### src/rtl/icap_pkg.sv
package icap_pkg;

    typedef enum logic [1:0] {
        EDG_INIT = 2'd0,
        EDG_LOW  = 2'd1,
        EDG_HIGH = 2'd2
    } edge_state_t;

    typedef struct packed {
        logic rise;
        logic fall;
    } edge_evt_t;

endpackage

### src/rtl/icap_sync.sv
module icap_sync #(
    parameter int STAGES = 2
) (
    input  logic clk,
    input  logic rst,
    input  logic d_async,
    output logic d_sync
);
    logic [STAGES-1:0] chain_q;

    always_ff @(posedge clk) begin
        if (rst) begin
            chain_q <= '0;
        end else begin
            chain_q <= {chain_q[STAGES-2:0], d_async};
        end
    end

    assign d_sync = chain_q[STAGES-1];
endmodule

### src/rtl/icap_edge_fsm.sv
module icap_edge_fsm
    import icap_pkg::*;
#(
    parameter int SETTLE = 2
) (
    input  logic clk,
    input  logic rst,
    input  logic lvl,
    output logic rise_o,
    output logic fall_o
);
    localparam int WAIT_W = $clog2(SETTLE + 1);
    localparam logic [WAIT_W-1:0] WAIT_MAX = WAIT_W'(SETTLE);

    edge_state_t st_q, st_nxt;
    logic [WAIT_W-1:0] wait_q;
    edge_evt_t evt;

    // state register
    always_ff @(posedge clk) begin
        if (rst) begin
            st_q   <= EDG_INIT;
            wait_q <= '0;
        end else begin
            st_q <= st_nxt;
            if (st_q == EDG_INIT && wait_q != WAIT_MAX) begin
                wait_q <= wait_q + 1'b1;
            end
        end
    end

    // next state
    always_comb begin
        st_nxt = st_q;
        unique case (st_q)
            EDG_INIT: if (wait_q == WAIT_MAX) st_nxt = lvl ? EDG_HIGH : EDG_LOW;
            EDG_LOW:  if (lvl)  st_nxt = EDG_HIGH;
            EDG_HIGH: if (!lvl) st_nxt = EDG_LOW;
            default:  st_nxt = EDG_INIT;
        endcase
    end

    // outputs
    always_comb begin
        evt = '0;
        unique case (st_q)
            EDG_LOW:  evt.rise = lvl;
            EDG_HIGH: evt.fall = !lvl;
            default:  evt = '0;
        endcase
    end

    assign rise_o = evt.rise;
    assign fall_o = evt.fall;

    a_r8_edge_excl: assert property (@(posedge clk) disable iff (rst)
        !(rise_o && fall_o));
    a_r9_init_quiet: assert property (@(posedge clk) disable iff (rst)
        (st_q == EDG_INIT) |-> (!rise_o && !fall_o));
    a_r2_rise_moves_high: assert property (@(posedge clk) disable iff (rst)
        rise_o |=> (st_q == EDG_HIGH));
    a_r2_fall_moves_low: assert property (@(posedge clk) disable iff (rst)
        fall_o |=> (st_q == EDG_LOW));
endmodule

### src/rtl/icap_cap_ctrl.sv
module icap_cap_ctrl #(
    parameter int CW = 16
) (
    input  logic          clk,
    input  logic          rst,
    input  logic          rise,
    input  logic          fall,
    input  logic          sel_p,
    input  logic          sel_b,
    input  logic          buf_mode,
    input  logic [CW-1:0] cnt_val,
    output logic [CW-1:0] prim_o,
    output logic [CW-1:0] buf_o,
    output logic [1:0]    flag_o
);
    logic [CW-1:0] prim_q, buf_q;
    logic [1:0]    flag_q;
    logic          hit_p, hit_b;

    assign hit_p = sel_p ? rise : fall;
    assign hit_b = sel_b ? rise : fall;

    always_ff @(posedge clk) begin
        if (rst) begin
            prim_q <= '0;
            buf_q  <= '0;
            flag_q <= '0;
        end else if (buf_mode) begin
            flag_q <= {1'b0, hit_p | hit_b};
            if (hit_p | hit_b) begin
                prim_q <= cnt_val;
                buf_q  <= prim_q;
            end
        end else begin
            flag_q <= {hit_b, hit_p};
            if (hit_p) prim_q <= cnt_val;
            if (hit_b) buf_q  <= cnt_val;
        end
    end

    assign prim_o = prim_q;
    assign buf_o  = buf_q;
    assign flag_o = flag_q;

    a_r4_chain_shift: assert property (@(posedge clk) disable iff (rst)
        (buf_mode && (hit_p || hit_b)) |=> (buf_q == $past(prim_q)) && (prim_q == $past(cnt_val)));
    a_r6_no_buf_flag: assert property (@(posedge clk) disable iff (rst)
        buf_mode |=> !flag_q[1]);
    a_r1_reset_clear: assert property (@(posedge clk) disable iff (rst)
        $past(rst) |-> (prim_q == '0 && buf_q == '0 && flag_q == 2'b00));
    a_r8_prim_hold: assert property (@(posedge clk) disable iff (rst)
        (!hit_p && !(buf_mode && hit_b)) |=> $stable(prim_q));
endmodule

### src/rtl/icap_buf_unit.sv
module icap_buf_unit #(
    parameter int CW          = 16,
    parameter int SYNC_STAGES = 2
) (
    input  logic          clk,
    input  logic          rst,
    input  logic [CW-1:0] cnt_val,
    input  logic          cap_pin,
    input  logic          edge_sel_p,
    input  logic          edge_sel_b,
    input  logic          buf_mode,
    input  logic          rd_sel,
    output logic [CW-1:0] rd_data,
    output logic [1:0]    cap_flag
);
    logic          pin_s, rise, fall;
    logic [CW-1:0] prim, bufr;

    icap_sync #(.STAGES(SYNC_STAGES)) sync_i (
        .clk(clk), .rst(rst), .d_async(cap_pin), .d_sync(pin_s)
    );

    icap_edge_fsm #(.SETTLE(SYNC_STAGES)) edge_i (
        .clk(clk), .rst(rst), .lvl(pin_s), .rise_o(rise), .fall_o(fall)
    );

    icap_cap_ctrl #(.CW(CW)) ctrl_i (
        .clk(clk), .rst(rst), .rise(rise), .fall(fall),
        .sel_p(edge_sel_p), .sel_b(edge_sel_b), .buf_mode(buf_mode),
        .cnt_val(cnt_val), .prim_o(prim), .buf_o(bufr), .flag_o(cap_flag)
    );

    assign rd_data = rd_sel ? bufr : prim;

    a_r6_flag_chain_one: assert property (@(posedge clk) disable iff (rst)
        (buf_mode && $past(buf_mode)) |-> (cap_flag != 2'b11));
endmodule

### config.mk
export PLATFORM = sky130hd
export DESIGN_NAME = icap_buf_unit
export DESIGN_NICKNAME = d
export VERILOG_FILES = /design/src/rtl/icap_pkg.sv /design/src/rtl/icap_sync.sv /design/src/rtl/icap_edge_fsm.sv /design/src/rtl/icap_cap_ctrl.sv /design/src/rtl/icap_buf_unit.sv
export SDC_FILE = /design/constraint.sdc
export NUM_CORES = 1
export LEC_CHECK = 0
export CORE_ASPECT_RATIO = 1.5
export CORE_MARGIN = 2
export CORE_UTILIZATION = 40
export CTS_CLUSTER_DIAMETER = 50
export DETAILED_ROUTE_END_ITERATION = 8
export GPL_ROUTABILITY_DRIVEN = 0
export GPL_TIMING_DRIVEN = 0
export SETUP_SLACK_MARGIN = 0.15
export SLEW_MARGIN = 20
export SYNTH_ARGS = -nofsm -noshare
export SYNTH_HDL_FRONTEND = slang
export SYNTH_HIERARCHICAL = 1
export SYNTH_SLANG_ARGS = --single-unit
### constraint.sdc
create_clock -name clk -period 5.3 [get_ports clk]
set_clock_uncertainty 0.2 [all_clocks]
set_input_delay 1.06 -clock clk [delete_from_list [all_inputs] [get_ports clk]]
set_output_delay 1.06 -clock clk [all_outputs]
set_load 0.01 [all_outputs]
==> impl_results.md <==
- Outcome: completed
- Slew Limit Fails: 0
- Core area: 0.005409 mm2
- Wirelength per Cell: 13.92 um
- Vert. Die Dim: 95.11 um
- Drt pass-1 iters: 2
- Gr ovfl total: 0
- DP HPWL: 3.154 mm
- Post-route ant nets: 0
- CP Capture Type: output port
- Clock Latency Late Sink: 0.29 ns
- Vias in the first global route: 1540
- Post-Layout Cell Count: 320
- CP cell instances: buf_6 -> buf_12 -> mux2_4 -> clkdlybuf4s50_1
- Comb pwr share: 0.172
- Worst-path clk slew: 0.08 ns
- Final Critical Period: 3.392 ns
- Final Total Pwr: 0.6952 mW
- Share of the synthesized area in the top cell type: 0.3618
- Post-CTS setup buffers: 0
- Worst Path Max Fanout: 10
- Fraction of layout cells with a size suffix above 1: 0.2040
- Synth warn: 6
- Vias: 1516
- Antenna violations before repair: 0
- Drt total wl: 4.455 mm
- Switching Share: 0.2463
- Fillers: 513
- First-pass GRT wire length: 7.327 mm
- Slowest CP cell: clkdlybuf4s50_1
- Post-synthesis area per instance: 10.85 um2
- Req. time, crit path: 4.04 ns
- Lkg Pwr: 1.260 nW
- TritonCTS clock tree: built
- Post-route DRC: 0
- Drt initial violations: 52
- Max-Cap Viols: 0
- Sequential share of the synthesized area: 0.3618
- Clock buffer depth: 2
- Net count after synthesis: 228
- Hold slack: 0.2455 ns
- Tot GR Track Use: 0.1575
- Clk pwr share: 0.358
- Ranking of synthesized cells by area: dfxtp_1 (36%), mux2_4 (15%), mux2i_1 (14%)
- Cells after Synth: 204
- Number of vias per cell: 4.738
- Critical path launch point type: primary input
- CTS Root Buffer Type: clkbuf_8
- # rows: 33
- Worst path max stage delay: 0.48 ns
- Critical path class: in2out
- Yosys reg bits: 40
- PD cells: 249.3 mW/mm2
- Die area: 0.006157 mm2
- Final Hold Viols: 0
- Dpl cells: 312
- Largest net degree at the start of global routing: 13
- Cell Area, Synth: 0.002213 mm2
- VDD IR max: 0.1674 mV
- Final setup vio count: 0
- Num CTS Buffers: 5
- Area grow syn2layout: 26.00%
- Synth cell types: 23
- Crit path DAT: 2.13 ns
- H-tree Lvls: 2
- Switching power: 0.1713 mW
- Cell-internal power: 0.5240 mW
- # hold bufs at CTS: 0
- Worst slew pin tran: 0.5278 ns
- Buffers on Ports: 38
- Final period utilization: 0.6400
- Clk sinks: 40
- RSZ-0062 raised after global routing: no
- Post-layout worst setup margin: 1.908 ns
- ANT cells: 0
- Dpl ws: 1.891 ns
- Hold WC Path Type: reg2reg
- Starting density of the core: 0.4092
- Die X: 64.74 um
- Highest clock rate: 294.8 MHz
- Resize count post-CTS: 0
- Slew HR: 0.6481
- I/O pin total: 41
- Post-synth top area cell: dfxtp_1
- Fin nets: 273
- Setup TNS Final: 0 ns
- Part of the power in registers: 0.470
-- metrics by stage --
step	utilization	instance area, um2
floorplan	-	2213
global placement	0.4957	2681
detailed placement	0.4957	2681
CTS	0.5156	2789
global route	0.5156	2789
finish	0.5156	2789
-- routing by layer --
metal	vias up	wire, um	track usage
met5	-	0	0
met4	0	49	0.05319
met3	4	146	0.03778
li1	779	-	-
met1	705	2085	0.1912
met2	28	2175	0.2706
-- synthesized netlist by cell type, drive strengths merged --
cell and instances:
nor2b 19, dfxtp 40, ha 1, or4 1
o31ai 1, nand2b 32, buf 8, nor3 1
inv 2, nor2 19, mux2i 32, a21oi 3
a2111oi 2, mux2 35, clkbuf 5, nor3b 2
nand2 1
-- worst max-delay path, delay by kind of cell --
family	cells	cell delay [ns]
multiplexers	1	0.31
buffers and inverters	3	0.76
-- layout by cell type (no fill, tap or decap) --
master and n:
nor3b_1 2, nand2b_1 32, ha_1 1, nor2b_1 19, nor2_1 19, clkbuf_8 5
buf_6 1, or4_1 1, buf_12 3, clkdlybuf4s50_1 38, bufinv_16 1, clkbuf_1 6
nand2_1 1, mux2_2 13, a2111oi_0 2, buf_1 1, a21oi_1 1, inv_1 2
o31ai_1 1, a21oi_4 2, clkinv_2 1, dfxtp_1 40, mux2_4 22, mux2i_1 32
nor3_1 1, buf_4 1, buf_2 2
-- registers in the layout, summed over array words and instances (netlist names) --
register and flops:
ctrl_i/buf_o 16, ctrl_i/prim_o 16, sync_i/chain_q 2, edge_i/st_q 2, edge_i/wait_q 2, ctrl_i/flag_o 2
-- power groups by stage --
stage	Sequential [mW]	Combinational (mW)	Clock (mW)
after floorplan	0.331	0.0823	0
after global placement	0.334	0.120	0
after detailed placement	0.334	0.121	0
after CTS	0.327	0.122	0.258
after global routing	0.330	0.133	0.273
final	0.327	0.120	0.249
-- logic make-up after synthesis --
group | Yosys count | synth area share
AO/OA/AOI/OAI | 6 | 0.02826
AND/OR/NAND/NOR | 75 | 0.1905
flip-flops | 40 | 0.3618
buffers and inverters | 15 | 0.05371
adder cells (fa/ha/maj) | 1 | 0.005652
multiplexers | 67 | 0.3601
-- area by class of cell --
class                      count  area, um2  share of cell area
multi-input combinational    149       1294              0.4639
sequential                    40      800.8              0.2871
timing repair buffer          38      380.4              0.1364
buffer                        13      111.4             0.03993
tap                           70      87.58             0.03140
clock buffer                   6      72.57             0.02602
clock inverter                 2      35.03             0.01256
inverter                       2      7.507            0.002692
-- path summary, 6_finish.rpt --
path	slack (ns)	depth (start not counted)	startpoint	to
worst max-delay path	1.91	4	rd_sel	rd_data[4]
worst min-delay path	0.25	1	sync_i/chain_q[0]$_SDFF_PP0_	sync_i/chain_q[1]$_SDFF_PP0_
worst max register to register	3.34	5	edge_i/st_q[1]$_SDFFE_PP0P_	ctrl_i/buf_o[13]$_SDFFE_PP0P_
worst min register to register	0.25	1	sync_i/chain_q[0]$_SDFF_PP0_	sync_i/chain_q[1]$_SDFF_PP0_
(Power assumes the default switching activity.)
